$ cat config.mk
export PLATFORM = sky130hd
export DESIGN_NAME = msix_cap_regs
export DESIGN_NICKNAME = d
export VERILOG_FILES = /design/src/rtl/msix_cap_pkg.sv /design/src/rtl/msix_lane_decode.sv /design/src/rtl/msix_cap_ctrl.sv /design/src/rtl/msix_cap_rdmux.sv /design/src/rtl/msix_cap_regs.sv
export SDC_FILE = /design/constraint.sdc
export NUM_CORES = 1
export LEC_CHECK = 0
export BUFFER_PORTS_ARGS = -buffer_cell sky130_fd_sc_hd__buf_4
export CORE_MARGIN = 4
export CORE_UTILIZATION = 40
export DETAILED_ROUTE_END_ITERATION = 16
export PLACE_DENSITY = 0.85
export SLEW_MARGIN = 20
export SYNTH_ARGS = -nofsm -noshare
export SYNTH_HDL_FRONTEND = slang
export SYNTH_SLANG_ARGS = --single-unit
$ cat constraint.sdc
create_clock -name clk -period 4.6 [get_ports clk]
set_input_delay 0.46 -clock clk [delete_from_list [all_inputs] [get_ports clk]]
set_output_delay 0.46 -clock clk [all_outputs]
set_load 0.05 [all_outputs]
$ cat src/rtl/msix_cap_pkg.sv
package msix_cap_pkg;
  localparam logic [7:0]  CAP_ID_MSIX   = 8'h11;
  localparam int          CAP_BYTES     = 12;
  localparam int          CTL_HI_OFF    = 3;
  localparam int          LANES         = 4;
  localparam logic [31:0] PBA_BASE      = 32'h0000_0800;

  typedef enum logic [1:0] {
    SZ_BYTE  = 2'd0,
    SZ_WORD  = 2'd1,
    SZ_DWORD = 2'd2,
    SZ_NONE  = 2'd3
  } acc_size_e;

  function automatic int unsigned size_bytes(input logic [1:0] sz);
    case (sz)
      SZ_BYTE:  return 1;
      SZ_WORD:  return 2;
      SZ_DWORD: return 4;
      default:  return 0;
    endcase
  endfunction
endpackage

$ cat src/rtl/msix_lane_decode.sv
module msix_lane_decode
  import msix_cap_pkg::*;
#(
  parameter int OFF_W = 8
) (
  input  logic [OFF_W-1:0]            acc_off,
  input  logic [1:0]                  acc_size,
  output logic [LANES-1:0][OFF_W:0]   lane_off,
  output logic [LANES-1:0]            lane_vld
);
  for (genvar i = 0; i < LANES; i++) begin : g_lane
    logic used;
    assign lane_off[i] = {1'b0, acc_off} + (OFF_W+1)'(i);
    assign used        = (i < size_bytes(acc_size));
    assign lane_vld[i] = used && (lane_off[i] < (OFF_W+1)'(CAP_BYTES));
  end
endmodule

$ cat src/rtl/msix_cap_ctrl.sv
module msix_cap_ctrl
  import msix_cap_pkg::*;
#(
  parameter int OFF_W = 8
) (
  input  logic                        clk,
  input  logic                        rst_n,
  input  logic                        wr_en,
  input  logic [31:0]                 wr_data,
  input  logic [LANES-1:0][OFF_W:0]   lane_off,
  input  logic [LANES-1:0]            lane_vld,
  output logic                        en_q,
  output logic                        mask_q,
  output logic                        rescan_q
);
  logic en_d, mask_d, rescan_d, upd;

  always_comb begin
    en_d   = en_q;
    mask_d = mask_q;
    for (int i = 0; i < LANES; i++) begin
      if (wr_en && lane_vld[i] && (lane_off[i] == (OFF_W+1)'(CTL_HI_OFF))) begin
        en_d   = wr_data[8*i+7];
        mask_d = wr_data[8*i+6];
      end
    end
    rescan_d = (en_q && !en_d) || (mask_q && !mask_d);
    upd      = wr_en || rescan_q;
  end

  always_ff @(posedge clk or negedge rst_n) begin
    if (!rst_n) begin
      en_q     <= 1'b0;
      mask_q   <= 1'b0;
      rescan_q <= 1'b0;
    end else if (upd) begin
      en_q     <= en_d;
      mask_q   <= mask_d;
      rescan_q <= rescan_d;
    end
  end

  // A rescan follows a falling control bit, and only that.
  p_fall_gives_rescan_r5: assert property (@(posedge clk) disable iff (!rst_n)
    ($fell(en_q) || $fell(mask_q)) |-> rescan_q);
  p_rescan_has_cause_r5: assert property (@(posedge clk) disable iff (!rst_n)
    rescan_q |-> ($fell(en_q) || $fell(mask_q)));
  p_state_holds_r4: assert property (@(posedge clk) disable iff (!rst_n)
    !wr_en |=> ($stable(en_q) && $stable(mask_q)));
  p_single_pulse_r6: assert property (@(posedge clk) disable iff (!rst_n)
    (rescan_q && !wr_en) |=> !rescan_q);
endmodule

$ cat src/rtl/msix_cap_rdmux.sv
module msix_cap_rdmux
  import msix_cap_pkg::*;
#(
  parameter int         OFF_W       = 8,
  parameter int         NUM_VECTORS = 8,
  parameter int         BAR_INDEX   = 0,
  parameter logic [7:0] NEXT_PTR    = 8'h00
) (
  input  logic                        clk,
  input  logic                        rst_n,
  input  logic [LANES-1:0][OFF_W:0]   lane_off,
  input  logic [LANES-1:0]            lane_vld,
  input  logic                        en_q,
  input  logic                        mask_q,
  output logic [31:0]                 rd_data
);
  localparam logic [10:0] TBL_SIZE = 11'(NUM_VECTORS - 1);
  localparam logic [31:0] TBL_DW   = 32'(BAR_INDEX);
  localparam logic [31:0] PBA_DW   = PBA_BASE | 32'(BAR_INDEX);

  logic [15:0][7:0] image;

  always_comb begin
    image     = '0;
    image[0]  = CAP_ID_MSIX;
    image[1]  = NEXT_PTR;
    image[2]  = TBL_SIZE[7:0];
    image[3]  = {en_q, mask_q, 3'b000, TBL_SIZE[10:8]};
    for (int b = 0; b < 4; b++) begin
      image[4+b] = TBL_DW[8*b +: 8];
      image[8+b] = PBA_DW[8*b +: 8];
    end
  end

  for (genvar i = 0; i < LANES; i++) begin : g_rd
    assign rd_data[8*i +: 8] = lane_vld[i] ? image[lane_off[i][3:0]] : 8'h00;
  end

  p_oob_reads_zero_r9: assert property (@(posedge clk) disable iff (!rst_n)
    (lane_vld == '0) |-> (rd_data == 32'h0));
  p_enable_visible_r3: assert property (@(posedge clk) disable iff (!rst_n)
    (lane_vld[0] && lane_off[0] == (OFF_W+1)'(CTL_HI_OFF)) |->
      (rd_data[7] == en_q && rd_data[6] == mask_q));
endmodule

$ cat src/rtl/msix_cap_regs.sv
module msix_cap_regs
  import msix_cap_pkg::*;
#(
  parameter int         OFF_W       = 8,
  parameter int         NUM_VECTORS = 8,
  parameter int         BAR_INDEX   = 0,
  parameter logic [7:0] NEXT_PTR    = 8'h00
) (
  input  logic             clk,
  input  logic             rst_n,
  input  logic [OFF_W-1:0] acc_off,
  input  logic [1:0]       acc_size,
  input  logic             wr_en,
  input  logic [31:0]      wr_data,
  output logic [31:0]      rd_data,
  output logic             msix_enable,
  output logic             func_mask,
  output logic             rescan_req
);
  if (BAR_INDEX < 0 || BAR_INDEX > 5 || NUM_VECTORS < 1 || NUM_VECTORS > 2048)
  begin : g_bad_param
    $error("msix_cap_regs: parameter out of range");
  end

  logic [LANES-1:0][OFF_W:0] lane_off;
  logic [LANES-1:0]          lane_vld;

  msix_lane_decode #(.OFF_W(OFF_W)) u_dec (
    .acc_off  (acc_off),
    .acc_size (acc_size),
    .lane_off (lane_off),
    .lane_vld (lane_vld)
  );

  msix_cap_ctrl #(.OFF_W(OFF_W)) u_ctrl (
    .clk      (clk),
    .rst_n    (rst_n),
    .wr_en    (wr_en),
    .wr_data  (wr_data),
    .lane_off (lane_off),
    .lane_vld (lane_vld),
    .en_q     (msix_enable),
    .mask_q   (func_mask),
    .rescan_q (rescan_req)
  );

  msix_cap_rdmux #(
    .OFF_W       (OFF_W),
    .NUM_VECTORS (NUM_VECTORS),
    .BAR_INDEX   (BAR_INDEX),
    .NEXT_PTR    (NEXT_PTR)
  ) u_rd (
    .clk      (clk),
    .rst_n    (rst_n),
    .lane_off (lane_off),
    .lane_vld (lane_vld),
    .en_q     (msix_enable),
    .mask_q   (func_mask),
    .rd_data  (rd_data)
  );
endmodule

# == Yosys cells after proc, flatten, opt, wreduce, memory -nomap -nowiden ==
# Index checks and enable logic that the tools add are counted.
# op_classes
n_mux,21
n_lt_le_gt_ge,12
addsub,3
n_reduce_logical,19
n_eq_ne,6
# ops
cell,count
$bmux W8 S4,4
$mux W8,8
$eq A9 B2 Y1 const B,3
$lt A9 B4 Y1 const B,3
$lt A4 B5 Y1 const B,4
$add A8 B2 Y9 const B,2
$logic_and A1 B1 Y1,14
$add A8 B1 Y9 const B,1
$pmux W3 S3,1
$eq A8 B2 Y1 const B,1
$lt A8 B4 Y1 const B,1
$mux W1,8
$lt A1 B3 Y1 const A,2
$lt A2 B3 Y1 const A,2
$eq A2 B1 Y1 const B,1
$eq A2 B2 Y1 const B,1
$logic_not A1 Y1,2
$logic_not A2 Y1,1
$logic_or A1 B1 Y1,2
# word_totals
register_bits,3

# == Logic depth before layout (Yosys ltp) ==
# Gate-level depths: netlist of the first run.
# logic_depth
word_depth,13
ltp_mapped,9
ltp_nobuf,8

# == Hierarchy ==
# A second synthesis of the first run with hierarchy kept.
# hier_totals
cells_unflattened,183
area_unflattened_um2,1366.3
# modules_own_cells
module,area_each_um2,cells_each,instances,seq_area_each_um2
msix_lane_decode,679.4,93,1,0.0
msix_cap_ctrl,386.6,44,1,75.1
msix_cap_rdmux,300.3,46,1,0.0

# == Worst setup path after synthesis of the first run ==
# Ideal clock, no wire load.
# synth_path
path_type,input -> output
startpoint,input acc_off[0]
endpoint,output rd_data[30]
t_arrival_ns,3.470
n_path_buf,1
path_stages,7
path_slack_ns,0.670
t_required_ns,4.140
path_cell_list,clkbuf_1 inv_1 ha_1 ha_1 nand2b_2 a211oi_1 nor4bb_1
# synth_via
elab_chain_len,4
elab_cells_between_ends,6
cone_classes,add/sub (1); order compare (1); mux (3); reduce/logical (1)
# synth_rtl
element,line,rtl
start: declaration,msix_cap_regs.sv:11,"input logic [OFF_W-1:0] acc_off,"
$add A8 B2 Y9 (*),msix_lane_decode.sv:13,"assign lane_off[i] = {1'b0, acc_off} + (OFF_W+1)'(i);"
$lt A9 B4 Y1 / $bmux W8 S4 (equally long branches),"msix_lane_decode.sv:15, msix_cap_rdmux.sv:36",
$logic_and A1 B1 Y1 / $mux W8 (equally long branches),"msix_lane_decode.sv:15, msix_cap_rdmux.sv:36",
$mux W8 (*),msix_cap_rdmux.sv:36,assign rd_data[8*i +: 8] = lane_vld[i] ? image[lane_off[i][3:0]] : 8'h00;
end: declaration,msix_cap_regs.sv:15,"output logic [31:0] rd_data,"
# Every way passes the cells marked *; elsewhere a longest branch is shown, timed or not. The select of a mux whose other input is x is not followed.

# == Worst setup path in the final report of the first run ==
# Ends and elaborated chain as after synthesis.

==> results of run 1 <==
[power breakdown]
part | switching (mW) | internal [mW] | leakage (nW)
combinational | 0.0555 | 0.0345 | 0.575
clock | 0.0146 | 0.0326 | 0.0150
sequential | 0.00437 | 0.0300 | 0.0406
total | 0.0745 | 0.0971 | 0.631
[state kept, by name, indices dropped and copies added, names as in the netlist]
register	count
u_ctrl.rescan_q	1
u_ctrl.mask_q	1
u_ctrl.en_q	1
[logic make-up (layout without fill, tap and decap cells)]
| family | Yosys count | in the layout |
|---|---|---|
| compound gates | 15 | 15 |
| xor+xnor | 5 | 5 |
| fa+ha+maj | 11 | 11 |
| buf+inv | 18 | 62 |
| flops | 3 | 3 |
| mux | 2 | 2 |
| other cells | 1 | 4 |
| simple gates | 69 | 69 |
[worst max-delay path by stage]
stage,depth (start not counted),slack (ns),from,endpoint
after floorplan,7,0.67,acc_off[0],rd_data[30]
after global placement,8,1.57,acc_off[0],rd_data[30]
after detailed placement,8,1.56,acc_off[0],rd_data[30]
after CTS,8,1.55,acc_off[0],rd_data[30]
after global routing,8,1.37,acc_off[0],rd_data[30]
final,8,1.57,acc_off[0],rd_data[30]
[metrics by stage]
step	util	cell area [um^2]
finish	0.6238	1286
global route	0.6238	1286
CTS	0.6238	1286
detailed placement	0.6110	1260
global placement	0.6110	1260
floorplan	-	917.1
[metal layers]
metal | vias up | global-route usage | wire, um
li1 | 531 | - | -
met1 | 492 | 0.2299 | 1113
met2 | 52 | 0.3176 | 1420
met3 | 6 | 0.02320 | 222
met4 | 0 | 0.06944 | 64
met5 | - | 0 | 0
[critical path, cell delays in order]
cell and delay [ns]:
buf_4 0.16, inv_1 0.09, ha_1 0.25, ha_1 0.28
nand2b_2 0.19, a211oi_1 0.53, nor4bb_1 0.35, buf_4 0.24
[layout make-up]
cell class / count / area [um^2]
clock buffers: 4 / 26.28
fillers: 191 / 775.7
inverters: 7 / 26.28
multi-input cells: 106 / 742.0
flip-flops and latches: 3 / 75.07
well taps: 27 / 33.78
repair buffers: 51 / 382.9
[cell usage in the layout, fill, tap and decap left out, drive strengths merged, types with 4 or more instances in the layout]
cell    instances
and2            8
and3            4
buf            51
clkbuf          4
conb            4
ha             11
inv             7
nand2          12
nand2b          4
nand3           5
nor2            8
nor3            8
nor4            4
==> flow_summary.json, run 1 <==
{
  "synth_top_cell_area_share": 0.1519,
  "period_share": 0.6588,
  "reg2reg_depth": 4,
  "crit_required_ns": 4.14,
  "dpl.hpwl_mm": 2.408,
  "start_util": 0.4393,
  "port_buffers": 51,
  "synthesis.area_um2": 905.9,
  "worst_pin_slew_ns": 0.6013,
  "gp_congestion": 0.8037,
  "synth.avg_cell_area_um2": 7.305,
  "slew_viol_final": 0,
  "overflow": 0,
  "vias_per_cell": 5.460,
  "synth-seq-cells": 3,
  "firstDrtPassIters": 4,
  "synth_top_area_cell": "ha_1",
  "dr_total_vias": 1081,
  "num_antenna_cells": 0,
  "yosys_warnings": 0,
  "synthMuxAreaShare": 0.02210,
  "p_total_mw": 0.1716,
  "async_flop_share": 1.000,
  "synth.area.top_cells": "ha_1 15%, dfrtp_1 8.3%, buf_4 6.6%",
  "cts_sinks": 3,
  "die_w_um": 55.59,
  "cp_max_fo": 13,
  "synthTopCellsByCount": "12 x nand2_1, 11 x ha_1, 8 x and2_1, 8 x buf_4, 8 x nor2_1",
  "synth_compound_area_frac": 0.1229,
  "area_growth_pct": 41.99,
  "p_leak_nw": 0.6309,
  "finalWirelength_mm": 2.821,
  "num_io_pins": 80,
  "antenna_found_initial": 0,
  "wl_per_cell_um": 14.25,
  "synthAdderAreaFrac": 0.1519,
  "rsz0062_at_grt": "no",
  "synth_edf_count": 0,
  "place_ws_ns": 1.557,
  "grt_pass1_wl_mm": 4.795,
  "synth-main-ff-cell": "dfrtp_1",
  "skew_ns": 0.001103,
  "drt_iter0_markers": 38,
  "setup_viol": 0,
  "synth-xor-area-share": 0.04834,
  "fin_nets": 228,
  "core-area_um2": 2062,
  "clkLatencyLatePin_ns": 0.23,
  "crit_path_start_kind": "input pin",
  "rows": 16,
  "die_y_um": 55.59,
  "drt.antenna.violating_nets": 0,
  "critical_path_arrival_ns": 2.57,
  "slew-limit-headroom": 0.5967,
  "yosys.area_share.simple": 0.4572,
  "cts_tree": "yes",
  "hold_ws_ns": 0.004711,
  "synth.distinct_cells": 43,
  "clock.fmax_mhz": 330.0,
  "clk_pin_slew_worst_paths_ns": 0.04,
  "numCtsBuffers": 3,
  "die-area_um2": 3090,
  "maxCapViolations": 0,
  "synth_seq_area_share": 0.08287,
  "end_kind": "output port",
  "hold_buffers": 0,
  "min_period_ns": 3.030,
  "finalWorstSetupSlack_ns": 1.570,
  "outcome": "completed",
  "stdcell_count": 198,
  "ir_drop_mv": 0.1026,
  "grt_pass1_vias": 1059,
  "grt_usage": 0.1838,
  "synth_top_family_by_area": "simple AND/OR/NAND/NOR gates",
  "cts_setup_buffers": 0,
  "place_inst": 194,
  "netlist_instances": 124,
  "clockRootBuffer": "clkbuf_4",
  "r2r_end": "u_ctrl.rescan_q",
  "htreeDepth": 1,
  "synthMostInstantiatedCell": "nand2_1",
  "clock_path_buffers": 2,
  "r2r_setup_slack_ns": 3.42,
  "final-hold-violation-count": 0,
  "fin_setup_tns_ns": 0,
  "drive_gt1_frac": 0.3509,
  "cts_resized": 0,
  "power_density_nw_per_um2": 133.4,
  "hold_path.class": "input pin to async pin",
  "grt_max_degree": 16,
  "drc": 0,
  "criticalPathCategory": "input pin to output port",
  "r2r-start": "u_ctrl.en_q"
}
Power figures use the tool's default switching activity.
==> run 2, diff against run 1 <==
Settings changed: ABC_AREA set to 1, CORE_ASPECT_RATIO set to 0.5, PLACE_DENSITY 0.85 to 0.79.
Clock period 4.6 ns to 3.01 ns, I/O delays scaled along.
==> run 2 against run 1 <==
Against the previous run: clock power is 140% higher; critical path depth stayed put; first-iteration DRC count grew to 3.2 times the previous value; combinational power grew to 3.0 times the previous value; routed wire length is 16% higher; register-to-register slack worse by 1.4 ns; highest routed layer unchanged; worst setup slack worse by 0.93 ns; cell area is 19% higher; via count is 24% higher.
==> flow_summary.json, run 2 <==
{
  "drt_iter0_markers": 122,
  "slowest_stage": "ha_1",
  "clock_path_buffers": 2,
  "synth-main-ff-cell": "dfrtp_1",
  "top_usage_layer": "met2",
  "cts_resized": 0,
  "rows": 13,
  "numCtsBuffers": 3,
  "crit_required_ns": 2.71,
  "synth_top_area_cell": "nand2_1",
  "num_antenna_cells": 0,
  "synth.avg_cell_area_um2": 5.875,
  "synth-xor-area-share": 0.007973,
  "async_flop_share": 1.000,
  "synthAdderAreaFrac": 0.1253,
  "grt_pass1_vias": 1228,
  "maxCapViolations": 0,
  "synth-seq-cells": 3,
  "port_buffers": 51,
  "grtUsageMet2": 0.3050,
  "skew_ns": 0.003496,
  "area_growth_pct": 38.84,
  "grt_usage": 0.1892,
  "crit_path_start_kind": "input pin",
  "stdcell_count": 273,
  "grt_max_degree": 11,
  "synth_edf_count": 0,
  "synth.area.top_cells": "nand2_1 15%, ha_1 13%, inv_1 8.2%",
  "synth.distinct_cells": 27,
  "regArea_um2": 75.07,
  "overflow": 0,
  "synthMuxAreaShare": 0,
  "start_util": 0.4221,
  "hold_path.class": "input pin to flop",
  "yosys_warnings": 0,
  "num_io_pins": 80,
  "clock.fmax_mhz": 421.2,
  "drive_gt1_frac": 0.3517,
  "synthMostInstantiatedCell": "nand2_1",
  "drt.antenna.violating_nets": 0,
  "period_share": 0.7887,
  "clk_pin_slew_worst_paths_ns": 0.03,
  "reg2reg_depth": 7,
  "clkLatencyLatePin_ns": 0.21,
  "end_kind": "output port",
  "outcome": "completed",
  "synth_top_family_by_area": "simple AND/OR/NAND/NOR gates",
  "cp_max_fo": 8,
  "clockRootBuffer": "clkbuf_8",
  "fin_nets": 293,
  "antenna_found_initial": 0,
  "die_w_um": 82.12,
  "slowest_delay_ns": 0.30,
  "grt_pass1_wl_mm": 5.506,
  "drc": 0,
  "yosys.area_share.simple": 0.5569,
  "die-area_um2": 3700,
  "hold_depth": 4,
  "multi_input_area_um2": 863.3,
  "vias_per_cell": 4.905,
  "synthesis.area_um2": 1099,
  "setup_viol": 0,
  "power_density_nw_per_um2": 307.8,
  "met3_usage": 0.01992,
  "gr-usage-met1": 0.2710,
  "fill_cells": 271,
  "netlist_instances": 187,
  "firstDrtPassIters": 4,
  "cts_sinks": 3,
  "placed_area_um2": 1470,
  "core-area_um2": 2603,
  "p_leak_nw": 0.7855,
  "biggestRegsByFlops": "u_ctrl.en_q x1, u_ctrl.mask_q x1, u_ctrl.rescan_q x1",
  "dr_total_vias": 1339,
  "final-hold-violation-count": 0,
  "ir_drop_mv": 0.3414,
  "die_y_um": 45.06,
  "criticalPathCategory": "input pin to output port",
  "cp_cell_sequence": "buf_4 -> inv_1 -> ha_1 -> ha_1 -> nand2_1 -> nand4_2 -> a2111oi_2 -> buf_4",
  "synth_top_cell_area_share": 0.1538,
  "synthTopCellsByCount": "45 x nand2_1, 24 x inv_1, 17 x nor2_1, 12 x nor3_1",
  "place_inst": 268,
  "rsz0062_at_grt": "no",
  "synth_seq_area_share": 0.06834,
  "gp_congestion": 0.9072,
  "mostFrequentLayoutCell": "buf_4",
  "min_period_ns": 2.374,
  "synth_compound_area_frac": 0.07289,
  "mostFrequentLayoutCells": "51 x buf_4, 45 x nand2_1, 24 x inv_1",
  "cts_tree": "yes",
  "dpl.hpwl_mm": 2.753,
  "wl_per_cell_um": 11.97,
  "htreeDepth": 1,
  "finalWirelength_mm": 3.268,
  "critical_path_arrival_ns": 2.07,
  "slew_viol_final": 0,
  "stdcell_area_um2": 1525
}
## run 2: worst paths after layout
| kind | start | endpoint | slack, ns |
|---|---|---|---|
| hold reg to reg | u_ctrl.rescan_q | u_ctrl.mask_q | 0.60 |
| setup reg to reg | u_ctrl.en_q | u_ctrl.rescan_q | 2.00 |
| setup / recovery | acc_off[0] | rd_data[27] | 0.64 |
| max in group asynchronous | rst_n | u_ctrl.mask_q | 2.48 |
| hold / removal | wr_data[30] | u_ctrl.rescan_q | 0.42 |
| min in group asynchronous | rst_n | u_ctrl.en_q | 0.43 |
## run 2: per-stage QoR
stage | total power, mW | worst slack (ns) | setup TNS (ns) | hold slack, ns | util
3_5_place_dp | 0.3547 | 0.6408 | 0 | 0.09355 | 0.5649
2_1_floorplan | 0.2713 | -0.02342 | -0.08597 | 0.005409 | -
6_report | 0.4695 | 0.6360 | 0 | 0.4200 | 0.5861
3_3_place_gp | 0.3479 | 0.6663 | 0 | 0.09007 | 0.5649
4_1_cts | 0.4730 | 0.6322 | 0 | 0.4070 | 0.5861
5_1_grt | 0.5078 | 0.4688 | 0 | 0.4433 | 0.5861
## run 2: layout make-up
| cell class | instances | area share |
|---|---|---|
| multi-input cells | 150 | 0.5660 |
| clock buffers | 4 | 0.02953 |
| inverters | 27 | 0.06727 |
| flip-flops and latches | 3 | 0.04922 |
| well taps | 37 | 0.03035 |
| repair buffers | 52 | 0.2576 |
## run 2: worst max-delay path: cells and delay by family
kind | cells | cell delay, ns
adders and majority gates | 2 | 0.56
AOI/OAI and AO/OA | 1 | 0.28
buffers and inverters | 3 | 0.60
and+or+nand+nor | 2 | 0.33
## run 2: what timing repair did
item / 4_1_cts / 5_1_grt
endpoints found under the hold margin: 3 / 0
buffers inserted: 0 / 0
hold buffers: 1 / 0
## run 2: routing by layer
layer | wire, um | share of wire
met2 | 1561 | 0.48
met3 | 188 | 0.058
met4 | 8 | 0.0024
met5 | 0 | 0
met1 | 1510 | 0.46
## run 2: cell families after synthesis
group                      Yosys count
other                                1
AOI/OAI and AO/OA                   14
DFF                                  3
xor gates and xnor gates             1
and+or+nand+nor                    120
buffers and inverters               37
adders and majority gates           11
## run 2: report_power, final
part / leakage (nW) / total, mW / internal, mW / switching, mW
logic: 0.730 / 0.273 / 0.0877 / 0.185
clock network: 0.0228 / 0.114 / 0.0901 / 0.0243
registers: 0.0323 / 0.0822 / 0.0564 / 0.0258
